$ cat config.mk
export PLATFORM = sky130hd
export DESIGN_NAME = chan_dev_decoder
export DESIGN_NICKNAME = d
export VERILOG_FILES = /design/src/rtl/chan_dev_pkg.sv /design/src/rtl/cdd_match.sv /design/src/rtl/cdd_irq.sv /design/src/rtl/cdd_resp.sv /design/src/rtl/chan_dev_decoder.sv
export SDC_FILE = /design/constraint.sdc
export NUM_CORES = 1
export LEC_CHECK = 0
export ABC_AREA = 0
export BUFFER_PORTS_ARGS = -buffer_cell sky130_fd_sc_hd__buf_2
export CAP_MARGIN = 20
export CORE_ASPECT_RATIO = 1.4
export CORE_MARGIN = 8
export CORE_UTILIZATION = 44
export DETAILED_ROUTE_END_ITERATION = 10
export GPL_ROUTABILITY_DRIVEN = 0
export PLACE_DENSITY = 0.79
export SYNTH_ARGS = -nofsm -noshare
export SYNTH_HDL_FRONTEND = slang
export SYNTH_SLANG_ARGS = --single-unit
$ cat constraint.sdc
create_clock -name clk -period 1.5 [get_ports clk]
set_input_delay 0.075 -clock clk [delete_from_list [all_inputs] [get_ports clk]]
set_output_delay 0.075 -clock clk [all_outputs]
set_load 0.05 [all_outputs]
$ cat src/rtl/chan_dev_pkg.sv
package chan_dev_pkg;

    localparam int WORD_W    = 16;
    localparam int AREA_W    = 5;
    localparam int MOD_W     = 8;
    localparam int LVL_MIN   = 2;
    localparam int IRQ_LINES = 4;

    typedef enum logic [2:0] {
        FN_NONE  = 3'b000,
        FN_WRITE = 3'b001,
        FN_READ  = 3'b010,
        FN_SINT  = 3'b011,
        FN_CTRL  = 3'b100,
        FN_IWR   = 3'b101,
        FN_IRD   = 3'b110,
        FN_SDEV  = 3'b111
    } func_e;

    typedef struct packed {
        logic [MOD_W-1:0]  modif;
        func_e             fn;
        logic [AREA_W-1:0] area;
    } cmd_word_t;

    typedef struct packed {
        logic wr;
        logic rd;
        logic sint;
        logic ctrl;
        logic iwr;
        logic ird;
        logic sdev;
    } act_t;

    function automatic act_t decode_fn(input func_e fn);
        act_t a;
        a = '0;
        case (fn)
            FN_WRITE: a.wr   = 1'b1;
            FN_READ:  a.rd   = 1'b1;
            FN_SINT:  a.sint = 1'b1;
            FN_CTRL:  a.ctrl = 1'b1;
            FN_IWR:   a.iwr  = 1'b1;
            FN_IRD:   a.ird  = 1'b1;
            FN_SDEV:  a.sdev = 1'b1;
            default:  a      = '0;
        endcase
        return a;
    endfunction

endpackage

$ cat src/rtl/cdd_match.sv
module cdd_match
    import chan_dev_pkg::*;
#(
    parameter logic [AREA_W-1:0] AREA = 5'd9
) (
    input  logic      stb,
    input  cmd_word_t cmd,
    output act_t      act
);
    logic sel;

    always_comb begin
        sel = stb && (cmd.area == AREA);
        act = sel ? decode_fn(cmd.fn) : '0;
    end
endmodule

$ cat src/rtl/cdd_irq.sv
module cdd_irq
    import chan_dev_pkg::*;
#(
    parameter int               NSRC    = 2,
    parameter logic [NSRC*3-1:0] SRC_LVL = {3'd4, 3'd2}
) (
    input  logic                 clk,
    input  logic                 rst,
    input  logic [NSRC-1:0]      cond_in,
    input  logic                 clr_en,
    input  logic [MOD_W-1:0]     modif,
    input  logic [2:0]           svc_level,
    output logic [NSRC-1:0]      pend,
    output logic [IRQ_LINES-1:0] irq_req,
    output logic                 lvl_hit
);
    for (genvar i = 0; i < NSRC; i++) begin : g_src
        localparam logic [2:0] LVL = SRC_LVL[3*i +: 3];
        logic clr_i;
        // source i is cleared by modifier bit 15-i (modif index 7-i)
        assign clr_i = clr_en && modif[MOD_W-1-i];

        always_ff @(posedge clk) begin
            if (rst)
                pend[i] <= 1'b0;
            else if (cond_in[i])
                pend[i] <= 1'b1;
            else if (clr_i)
                pend[i] <= 1'b0;
        end
    end

    always_comb begin
        irq_req = '0;
        lvl_hit = 1'b0;
        for (int i = 0; i < NSRC; i++) begin
            for (int k = 0; k < IRQ_LINES; k++) begin
                if (pend[i] && (SRC_LVL[3*i +: 3] == 3'(k + LVL_MIN)))
                    irq_req[k] = 1'b1;
            end
            if (pend[i] && (SRC_LVL[3*i +: 3] == svc_level))
                lvl_hit = 1'b1;
        end
    end
endmodule

$ cat src/rtl/cdd_resp.sv
module cdd_resp
    import chan_dev_pkg::*;
#(
    parameter int NSRC     = 2,
    parameter int ILSW_BIT = 4
) (
    input  logic              clk,
    input  logic              rst,
    input  act_t              act,
    input  logic [WORD_W-1:0] word0,
    input  logic [MOD_W-1:0]  modif,
    input  logic              lvl_hit,
    input  logic [NSRC-1:0]   pend,
    input  logic [WORD_W-1:0] dev_stat,
    input  logic [WORD_W-1:0] rd_data,
    output logic [WORD_W-1:0] ibus,
    output logic [WORD_W-1:0] wr_data,
    output logic              wr_stb,
    output logic [MOD_W-1:0]  ctrl_q,
    output logic              cs_start,
    output logic              cs_dir,
    output logic [WORD_W-1:0] cs_wca
);
    logic [WORD_W-1:0] dsw;
    logic [WORD_W-1:0] ilsw;
    logic [WORD_W-1:0] bus_nx;

    always_comb begin
        dsw = dev_stat;
        for (int i = 0; i < NSRC; i++)
            dsw[WORD_W-1-i] = pend[i];
        ilsw = '0;
        ilsw[ILSW_BIT] = lvl_hit;
        bus_nx = '0;
        if (act.rd)   bus_nx = rd_data;
        if (act.sint) bus_nx = ilsw;
        if (act.sdev) bus_nx = dsw;
    end

    always_ff @(posedge clk) begin
        if (rst) begin
            ibus     <= '0;
            wr_data  <= '0;
            wr_stb   <= 1'b0;
            ctrl_q   <= '0;
            cs_start <= 1'b0;
            cs_dir   <= 1'b0;
            cs_wca   <= '0;
        end else begin
            ibus     <= bus_nx;
            wr_stb   <= act.wr;
            cs_start <= act.iwr || act.ird;
            if (act.wr)   wr_data <= word0;
            if (act.ctrl) ctrl_q  <= modif;
            if (act.iwr || act.ird) begin
                cs_dir <= act.ird;
                cs_wca <= word0;
            end
        end
    end
endmodule

$ cat src/rtl/chan_dev_decoder.sv
module chan_dev_decoder
    import chan_dev_pkg::*;
#(
    parameter logic [4:0]        AREA     = 5'd9,
    parameter int                ILSW_BIT = 4,
    parameter int                NSRC     = 2,
    parameter logic [NSRC*3-1:0] SRC_LVL  = {3'd4, 3'd2}
) (
    input  logic            clk,
    input  logic            rst,
    input  logic            cmd_stb,
    input  logic [15:0]     obus_w0,
    input  logic [15:0]     obus_w1,
    input  logic [2:0]      svc_level,
    input  logic [NSRC-1:0] cond_in,
    input  logic [15:0]     dev_stat,
    input  logic [15:0]     rd_data,
    output logic [15:0]     ibus,
    output logic [3:0]      irq_req,
    output logic [15:0]     wr_data,
    output logic            wr_stb,
    output logic [7:0]      ctrl_q,
    output logic            cs_start,
    output logic            cs_dir,
    output logic [15:0]     cs_wca
);
    cmd_word_t       cmd;
    act_t            act;
    logic [NSRC-1:0] pend;
    logic            lvl_hit;

    assign cmd = cmd_word_t'(obus_w1);

    cdd_match #(.AREA(AREA)) u_match (
        .stb (cmd_stb),
        .cmd (cmd),
        .act (act)
    );

    cdd_irq #(.NSRC(NSRC), .SRC_LVL(SRC_LVL)) u_irq (
        .clk       (clk),
        .rst       (rst),
        .cond_in   (cond_in),
        .clr_en    (act.sdev),
        .modif     (cmd.modif),
        .svc_level (svc_level),
        .pend      (pend),
        .irq_req   (irq_req),
        .lvl_hit   (lvl_hit)
    );

    cdd_resp #(.NSRC(NSRC), .ILSW_BIT(ILSW_BIT)) u_resp (
        .clk      (clk),
        .rst      (rst),
        .act      (act),
        .word0    (obus_w0),
        .modif    (cmd.modif),
        .lvl_hit  (lvl_hit),
        .pend     (pend),
        .dev_stat (dev_stat),
        .rd_data  (rd_data),
        .ibus     (ibus),
        .wr_data  (wr_data),
        .wr_stb   (wr_stb),
        .ctrl_q   (ctrl_q),
        .cs_start (cs_start),
        .cs_dir   (cs_dir),
        .cs_wca   (cs_wca)
    );
endmodule

Word-level counts from Yosys, hierarchy flattened. Cells that the tools add are included.

Register bits after elaboration: 61. Bits of input ports: 72. Output and inout port bits: 63. Logic and storage cells: 46.

Equal/unequal tests: 10. Multiplexer cells: 19. Reduce and logical (&&, ||, !) cells: 8.

Operators by type and width (number): $mux 16 (3); $mux 1 (15); $eq 3x3->1 const B (4); $mux 7 (1); $eq 3x2->1 const B (2); $eq 5x4->1 const B (1); $logic_and 1x1->1 (5); $reduce_bool 2->1 (2); $eq 2x3->1 const A (1); $eq 3x1->1 const B (1); $eq 3x3->1 const A (1); $logic_or 1x1->1 (1).

Logic depth before layout (Yosys ltp). Gate-level depths: netlist of the first run.

Depth after elaboration: 6. Gate-level depth with buffers: 6. Gate-level depth less buffers: 3.

Cells and area by module. A second synthesis of the first run with hierarchy kept.

Cell total of the unflattened synthesis: 228. Area total of the unflattened synthesis: 2347.3 µm².

Modules (own cells, without submodules): cdd_resp (times used 1, cells each 198, area an instance 2112.0 µm², sequential area each 1181.1 µm²); cdd_irq (times used 1, cells each 16, area an instance 126.4 µm², sequential area each 40.0 µm²); cdd_match (times used 1, cells each 14, area an instance 108.9 µm², sequential area each 0.0 µm²).

Least setup slack after synthesis of the first run. No wires, ideal clock.

Kind: in2reg. From: input obus_w1[1]. To: register u_resp.wr_data[10]. Library setup time: 0.072 ns. Arrival time: 1.240 ns. Data required time: 1.428 ns. Slack: 0.189 ns. Stages on the path: 4. Path buffers: 1. Path through: nand4bb_4 > nor4_4 > buf_6 > mux2i_1.

Longest elaborated chain between the ends: 3.

Ends and longest elaborated chain: from (decl) (RTL line chan_dev_decoder.sv:13) `input logic [15:0] obus_w1,`; $eq 5x4->1 (RTL line cdd_match.sv:13) `sel = stb && (cmd.area == AREA);`; $logic_and 1x1->1 (RTL line cdd_match.sv:13); $mux 7 (RTL line cdd_match.sv:14) `act = sel ? decode_fn(cmd.fn) : '0;`; to (signal assigned) (RTL line cdd_resp.sv:53) `if (act.wr) wr_data <= word0;`; to (decl) (RTL line cdd_resp.sv:17) `output logic [WORD_W-1:0] wr_data,`.

No other way between the ends. A chain may end at the register's enable or synchronous reset.

Worst setup path in the final report of the first run.
From: input obus_w1[2]. To: register u_irq.pend[1].

Longest elaborated chain between the ends: 5.

Ends and longest elaborated chain: $eq 5x4->1 (RTL line cdd_match.sv:13); $logic_and 1x1->1 (RTL line cdd_match.sv:13); $mux 7 (RTL line cdd_match.sv:14); $logic_and 1x1->1 (RTL line cdd_irq.sv:21) `assign clr_i = clr_en && modif[MOD_W-1-i];`; $reduce_bool 2->1 (no line); to (signal, indexed assignment) (RTL line cdd_irq.sv:25) `pend[i] <= 1'b0;`; to (signal, indexed assignment) (RTL line cdd_irq.sv:27) `pend[i] <= 1'b1;`; to (signal, indexed assignment) (RTL line cdd_irq.sv:29) `pend[i] <= 1'b0;`; to (decl) (RTL line cdd_irq.sv:13) `output logic [NSRC-1:0] pend,`.

No other way between the ends.

==> results.ini, run 1 <==
[yosys]
synth_top_cell_by_area = dfxtp_1
synth_top_family_by_area = simple AND/OR/NAND/NOR gates
synth-adder-area-share_pct = 0
synthMuxAreaShare_pct = 12.7
netlist_area_mm2 = 0.00253
synth_common_cells = 61 x dfxtp_1, 50 x nand2b_1, 32 x mux2i_1
synthCells = 251
synth_seq_cells = 61
synth_xor_area_share_pct = 0.346
synth-edff-count = 0
avgSynthCellArea_um2 = 10.1
yosys_warnings = 0
ys_seq_area_share_pct = 48.3
synth_most_common_cell = dfxtp_1
synthArstFlopShare_pct = 0
synth_cell_types = 32
synth_simple_gate_area_share_pct = 23.0
synth_area_leaders = dfxtp_1 48%, mux2i_1 13%, nand2b_1 12%
yosysTopAreaCellShare_pct = 48.3
ys.flop_type = dfxtp_1
synth_compound_area_share_pct = 10.5

[floorplan]
num_rows = 32
die_w_um = 80.1
start_util_pct = 45.8
fp.coreArea_mm2 = 0.00553
io_pins = 135
die_area_mm2 = 0.00847
die_h_um = 106

[grt]
grt_usage_pct = 18.9
grt_overflow = 0
grt_pass1_vias = 2644
antenna_found_initial = 2
grt_pass1_wl_um = 12700
grt_max_degree = 62

[setup_path]
slowest_delay_ns = 0.58
start_kind = primary input
crit_start = obus_w1[2]
worstSetupPathType = primary input to flip-flop
crit_fanout = 10
critPathBufInv = 2
cpMaxStageDelayCell = dlygate4sd3_1
crit_family = simple AND/OR/NAND/NOR gates
cp.required_ns = 1.72
crit_chain = buf_2 -> nand3b_1 -> nor3_2 -> a311oi_1 -> dlygate4sd3_1
r2r-start = u_irq.pend[1]
cp_data_arrival_time_ns = 1.63
endpoint_kind = flip-flop

[drt]
drc = 0
drtPass1Iterations = 4
avgRoutedWirePerCell_um = 16.6
antenna_left = 0
num_vias = 2508
drt_iter0_drc = 133
wl_um = 8160
viasPerCell = 5.10

[cts]
clk_latency_ns = 0.33
htreeDepth = 3
clock_path_buffers = 2
clkSinkCount = 61
cts_tree = built
cts_setup_buffers = 0
numCtsBuffers = 9
clk_pin_slew_ns = 0.07
cts_root_buf = clkbuf_8

[sta]
max_slew_margin_pct = 24.7
hold_viol = 0
hold-worst-slack_ns = 0.0141
worstMarginPinSlew_ns = 1.13
period_needed_ns = 1.41
max_freq_ghz = 0.711
drv_slew = 0
fin_crit_sh_pct = 93.8
rsz0062_at_grt = no
clock_skew_ns = 0.00175
setup_tns_ns = 0
setup_violations = 0

[pwr]
swShare_pct = 23.0
vdd_drop_max_v = 0.000774
p_sw_mw = 0.824
combPwrFrac_pct = 10.4
p_per_area_mw_per_mm2 = 932
clkPwrFrac_pct = 44.0
pwr-share-seq_pct = 45.6
p_leak_nw = 1.81
intPower_mw = 2.75

[placed_design]
io_buffers = 130
placement.cell_area_mm2 = 0.00323
hpwl_um = 5190

[final_layout]
fin_util_pct = 69.5
nNetsFinal = 490
drive_gt1_share_pct = 37.1
syn2layout_area_growth_pct = 51.7
design_area_mm2 = 0.00384

[run]
max-cap-violations = 0

[outcome]
status = finished clean

[min_path]
hold_path.class = primary input to flip-flop
hp-start = obus_w0[6]

## path summary, 6_finish.rpt
path | to | slack [ns] | depth (start not counted)
max | u_irq.pend[1] | 0.09 | 5
min | u_resp.cs_wca[6] | 0.01 | 3
max reg2reg | u_irq.pend[1] | 0.16 | 3
min reg2reg | u_resp.cs_wca[7] | 0.47 | 2
## timing repair
| item | in CTS | in global routing |
|---|---|---|
| gates resized for setup | 0 | 1 |
| hold buffers | 39 | 0 |
| endpoints found under the hold margin | 25 | 0 |
| endpoints found under the setup margin | 0 | 2 |
## registers in the layout, indices dropped and copies added (netlist names)
name / count
u_resp.cs_wca: 16
u_resp.ibus: 16
u_resp.wr_data: 16
u_resp.ctrl_q: 8
u_irq.pend: 2
u_resp.cs_dir: 1
u_resp.cs_start: 1
u_resp.wr_stb: 1
## placed cells by master, fill, tap and decap left out, types with 2 or more instances in the layout
master           n
clkbuf_8         9
nor2_1          20
dlygate4sd3_1   39
conb_1           2
bufinv_16        2
a21oi_1          9
buf_4            7
nand3b_1         3
nand4_1          8
nand2b_1        50
mux2i_1         32
a311oi_1         2
inv_1            3
o31ai_1          8
clkinvlp_4       3
dfxtp_1         61
a22oi_1         16
buf_2          130
## power groups by stage
stage	Sequential, mW	Combinational [mW]	Clock, mW
global placement	1.67	0.274	0
global route	1.63	0.402	1.68
finish	1.63	0.372	1.57
detailed placement	1.67	0.280	0
CTS	1.63	0.361	1.62
floorplan	1.69	0.140	0
## metal layers
layer	track usage, %	up-vias	part of all wire, %	routed length, um
met5	0	-	0.16	13
met4	10.3	2	3.2	262
met3	7.91	23	9.8	800
met2	32.1	123	49	4030
met1	18.8	1154	37	3050
li1	-	1206	-	-
## per-stage QoR
stage                     worst slack, ns  instances  power [mW]
after floorplan                     0.189        252        1.83
after global placement             0.0908        436        1.94
after detailed placement           0.0203        436        1.95
after CTS                           0.102        491        3.61
after global routing               0.0222        492        3.71
final                              0.0937        492        3.58
## cells by family after synthesis
kind of cell,after synthesis
xor gates and xnor gates,1
muxes,32
AOI/OAI and AO/OA,38
other,1
and+or+nand+nor,93
buffers and inverters,25
DFF,61
## worst reg2reg max path, cell delays in order, from the launching register on
cell and delay, ns:
dfxtp_1 0.39, nor2_1 0.06, a311oi_1 0.25, dlygate4sd3_1 0.59
## final cells by class
cell class / count / area (um2)
clock inverters: 6 / 87.6
fillers: 411 / 1690
diodes: 1 / 2.50
well taps: 68 / 85.1
inverters: 3 / 11.3
repair buffers: 177 / 1110
flip-flops and latches: 61 / 1220
clock buffers: 10 / 128
multi-input cells: 166 / 1190
Note: power is estimated with default switching activity, not from simulation.
==> inputs of run 2 (changes only) <==
Settings changed: PLACE_DENSITY 0.79 to 0.85.
==> run 2 against run 1 <==
  * Sequential power is essentially flat
  * Total power is essentially flat
  * Global-route usage shrank 0.072 points
  * Final cell count shrank 2.6%
  * Largest cell class unchanged
==> results.ini, run 2 (synthesis results as in run 1) <==
[final_layout]
top_regs = u_resp.cs_wca: 16 flops, u_resp.ibus: 16 flops, u_resp.wr_data: 16 flops
final_common_cell = buf_2
fillCellCount = 442
drive_gt1_share_pct = 38.6
nNetsFinal = 476
fin_util_pct = 66.8
syn2layout_area_growth_pct = 45.8
multiInputGateArea_mm2 = 0.00118
seqCellArea_mm2 = 0.00122
final_cell_mix = 130 x buf_2, 61 x dfxtp_1, 50 x nand2b_1

[setup_path]
cp.required_ns = 1.42
critPathBufInv = 1
slowest_delay_ns = 0.40
crit_chain = buf_2
worstRegToRegCells = 3
path_depth = 1
cp_data_arrival_time_ns = 1.01
endpoint_kind = output pin
crit_fanout = 4
cpMaxStageDelayCell = dfxtp_1
worstSetupPathType = flip-flop to output pin
crit_family = flip-flops
start_kind = flip-flop

[cts]
numCtsBuffers = 9
htreeDepth = 3
cts_hold_buf = 24
cts_root_buf = clkbuf_8
cts_tree = built
cts_setup_buffers = 0
clk_pin_slew_ns = 0.07
clkSinkCount = 61
clk_latency_ns = 0.32
cts_resized = 0
clock_path_buffers = 2

[drt]
viasPerCell = 5.13
drtPass1Iterations = 4
drc = 0
drt_iter0_drc = 191
antenna_left = 0
avgRoutedWirePerCell_um = 16.8
wl_um = 8050
num_vias = 2458

[floorplan]
die_w_um = 80.1
start_util_pct = 45.8
die_area_mm2 = 0.00847
io_pins = 135
fp.coreArea_mm2 = 0.00553
die_h_um = 106
num_rows = 32

[placed_design]
io_buffers = 130
hpwl_um = 5390

[pwr]
p_leak_nw = 1.76
vdd_drop_max_v = 0.000745
p_per_area_mw_per_mm2 = 969

[min_path]
hold_path.class = primary input to flip-flop
hold_depth = 3

[grt]
grt_pass1_wl_um = 12700
grt_usage_pct = 18.8
grt_overflow = 0
antenna_found_initial = 2
grt_max_degree = 62
grt_pass1_vias = 2611

[sta]
worstMarginPinSlew_ns = 0.574
hold_viol = 0
setup_violations = 0
max_freq_ghz = 0.918
rsz0062_at_grt = no
period_needed_ns = 1.09
clock_skew_ns = 0.00659
setup_tns_ns = 0
fin_crit_sh_pct = 72.6
drv_slew = 0
max_slew_margin_pct = 61.7

[run]
max-cap-violations = 0

[outcome]
status = finished clean

## run 2: cell types whose count changed in the layout (fill, tap and decap cells not counted), sizes merged
cell	before	now
dlygate4sd3	39	24
clkinvlp	3	1
buf	138	139
diode	1	2
clkinv	1	3
## run 2: per-stage QoR
step | std cells | instance area [um2] | total power, mW | hold slack, ns | setup slack, ns
finish | 479 | 3690 | 3.58 | 0.0106 | 0.411
global route | 479 | 3690 | 3.71 | 0.00923 | 0.371
CTS | 476 | 3680 | 3.60 | 0.000232 | 0.365
detailed placement | 436 | 3210 | 1.95 | 0.301 | 0.0283
global placement | 436 | 3210 | 1.94 | 0.295 | 0.0979
floorplan | 252 | 2530 | 1.83 | 0.184 | 0.189
## run 2: worst paths after layout
check,slack (ns),endpoint,from
max reg2reg,0.48,u_resp.ibus[4],u_irq.pend[1]
max,0.41,irq_req[2],u_irq.pend[1]
min reg2reg,0.47,u_resp.wr_data[13],u_resp.wr_data[13]
min,0.01,u_resp.ibus[15],rd_data[15]
## run 2: layer usage
layer	wire (um)	vias to the layer above	GRT usage, %
li1	-	1178	-
met1	2900	1130	18.9
met5	0	-	0
met4	286	0	10.4
met3	852	23	7.23
met2	4010	127	32.2
## run 2: report_power, final
part	switching (mW)	leakage [nW]	total (mW)	internal (mW)
Combinational	0.172	1.15	0.343	0.171
Clock	0.624	0.112	1.60	0.977
Sequential	0.00580	0.492	1.63	1.63
Total	0.802	1.76	3.58	2.77
## run 2: cell type report
| cell class | count | share of cell area, % |
|---|---|---|
| inverter | 3 | 0.305 |
| clock inverter | 6 | 2.34 |
| multi-input combinational | 166 | 32.1 |
| antenna | 2 | 0.136 |
| timing repair buffer | 163 | 26.0 |
| sequential | 61 | 33.1 |
| clock buffer | 10 | 3.73 |
| tap | 68 | 2.31 |
==> inputs of run 3 (changes only) <==
Settings changed: ABC_AREA 0 to 1.
Clock period 1.5 ns to 1.06 ns, I/O delays scaled along.
==> run 3 against run 2 <==
  * Synthesized cell count is 20% higher
  * Total power increased by 33%
  * Final cell count rose by 17%
  * Via count is 16% higher
  * Count of clock-buffer cells in the layout grew 4
  * Critical path type unchanged
==> results.ini, run 3 <==
[placed_design]
placement.cell_area_mm2 = 0.00324
place_ws_ns = -0.123
dp_cells = 497
io_buffers = 130
hpwl_um = 5810

[setup_path]
slowest_delay_ns = 0.36
r2r_setup_slack_ns = 0.19
crit_chain = buf_2
r2r-start = u_irq.pend[1]
cp.required_ns = 1.01
crit_start = u_resp.cs_dir
cp_data_arrival_time_ns = 0.97
start_kind = flip-flop
crit_fanout = 2
endpoint = cs_dir
worstRegToRegCells = 6
path_depth = 1
crit_family = flip-flops
cpMaxStageDelayCell = dfxtp_1
endpoint_kind = output pin
critPathBufInv = 1
worstSetupPathType = flip-flop to output pin
r2r-end = u_resp.ibus[4]

[grt]
antenna_found_initial = 1
grt_usage_pct = 21.5
grt_overflow = 0
grt_max_degree = 30
grt_pass1_vias = 2970
grt_pass1_wl_um = 14100

[cts]
cts_tree = built
cts_root_buf = clkbuf_8
cts_setup_buffers = 0
clock_path_buffers = 2
clkSinkCount = 61
clk_pin_slew_ns = 0.06
htreeDepth = 3
clk_latency_ns = 0.33
numCtsBuffers = 9

[sta]
fin_crit_sh_pct = 96.1
worst_slack_ns = 0.0413
period_needed_ns = 1.02
max_freq_ghz = 0.982
setup_violations = 0
drv_slew = 0
hold_viol = 0
rsz0062_at_grt = no
hold-worst-slack_ns = 0.00579
clock_skew_ns = 0.00383
setup_tns_ns = 0

[yosys]
ys.flop_type = dfxtp_1
synth_common_cells = 61 x dfxtp_1, 46 x nand2_1, 42 x a21oi_1
synth_cell_types = 26
synth_seq_cells = 61
synthCells = 301
yosysTopAreaCellShare_pct = 49.7
synth_area_leaders = dfxtp_1 50%, a21oi_1 8.6%, nand4_1 7.1%
avgSynthCellArea_um2 = 8.16
synth_most_common_cell = dfxtp_1
yosys_warnings = 0
synth_top_cell_by_area = dfxtp_1
ys_seq_area_share_pct = 49.7
synth-edff-count = 0
synthArstFlopShare_pct = 0
netlist_area_mm2 = 0.00245

[floorplan]
die_area_mm2 = 0.00826
start_util_pct = 45.1
io_pins = 135
die_w_um = 79.1
die_h_um = 104
fp.coreArea_mm2 = 0.00545
num_rows = 32

[drt]
viasPerCell = 5.12
num_vias = 2860
drt_iter0_drc = 147
drtPass1Iterations = 4
wl_um = 8830
avgRoutedWirePerCell_um = 15.8
drc = 0
antenna_left = 0

[pwr]
p_leak_nw = 1.79
p_per_area_mw_per_mm2 = 1220
vdd_drop_max_v = 0.000855
power_mw = 4.75

[final_layout]
drive_gt1_share_pct = 36.3
nNetsFinal = 558
final_common_cell = buf_2
syn2layout_area_growth_pct = 58.3
top_regs = u_resp.cs_wca: 16 flops, u_resp.ibus: 16 flops, u_resp.wr_data: 16 flops
fillCellCount = 429
fin_util_pct = 71.4
design_area_mm2 = 0.00389
final_cell_mix = 129 x buf_2, 59 x dfxtp_1, 46 x nand2_1, 46 x dlygate4sd3_1, 42 x a21oi_1
final-instance-count-excl-fill = 559

[outcome]
status = finished clean

[run]
max-cap-violations = 0

[min_path]
hold_path.class = primary input to flip-flop

run 3: cell count changes in the layout (fill, tap and decap cells not counted), moves of 20 or more:
cell / previous run / this run
nor2_1: 20 / 41
nand3_1: 1 / 21
nand2b_1: 50 / 0
nand2_1: 1 / 46
mux2i_1: 32 / 0
dlygate4sd3_1: 24 / 46
nand4_1: 8 / 28
a21oi_1: 9 / 42
run 3: where the power goes:
group	switching, mW	internal (mW)
clock	0.844	1.03
sequential	0.00928	2.30
combinational	0.289	0.281
run 3: how the worst min path moves through the flow:
stage,to,depth (start not counted),start,slack (ns)
finish,u_resp.cs_wca[9],3,obus_w0[9],0.006
global route,u_resp.ctrl_q[6],3,obus_w1[14],0.003
CTS,u_resp.ctrl_q[6],3,obus_w1[14],0.0009
detailed placement,u_irq.pend[0],3,cond_in[0],0.26
global placement,u_irq.pend[0],3,cond_in[0],0.26
floorplan,u_resp.wr_stb,1,obus_w1[7],0.13
run 3: layout make-up:
cell class | count | area (um2) | area share [%]
inverter | 12 | 50.0 | 1.29
tap | 68 | 85.1 | 2.19
sequential | 61 | 1220 | 31.5
clock inverter | 1 | 5.00 | 0.129
clock buffer | 14 | 173 | 4.44
antenna | 1 | 2.50 | 0.0644
multi-input combinational | 208 | 1060 | 27.3
timing repair buffer | 194 | 1290 | 33.1
run 3: metal layers:
layer  wire, um  vias up  global-route usage (%)
met5          0        -                       0
met4        414        0                    16.6
met3        591       34                    5.54
met2       4740      130                    38.0
met1       3080     1303                    20.2
li1           -     1393                       -
run 3: worst reg2reg max path, cell delays in order (launching register included):
cell,delay (ns)
dfxtp_2,0.37
nand3_1,0.11
nand2_1,0.09
nand2_1,0.05
nand3_1,0.09
nand2_1,0.05
inv_1,0.06
run 3: what timing repair did:
action | 4_1_cts | 5_1_grt
resized for setup | 0 | 1
endpoints found under the hold margin | 38 | 0
endpoints found under the setup margin | 0 | 1
hold buffers | 46 | 0
run 3: logic make-up after synthesis:
logic type,count (synthesis),synth area share (%)
buffers and inverters,33,7.19
AO/OA/AOI/OAI,58,11.8
AND/OR/NAND/NOR,148,31.1
other,1,0.153
flip-flops,61,49.7
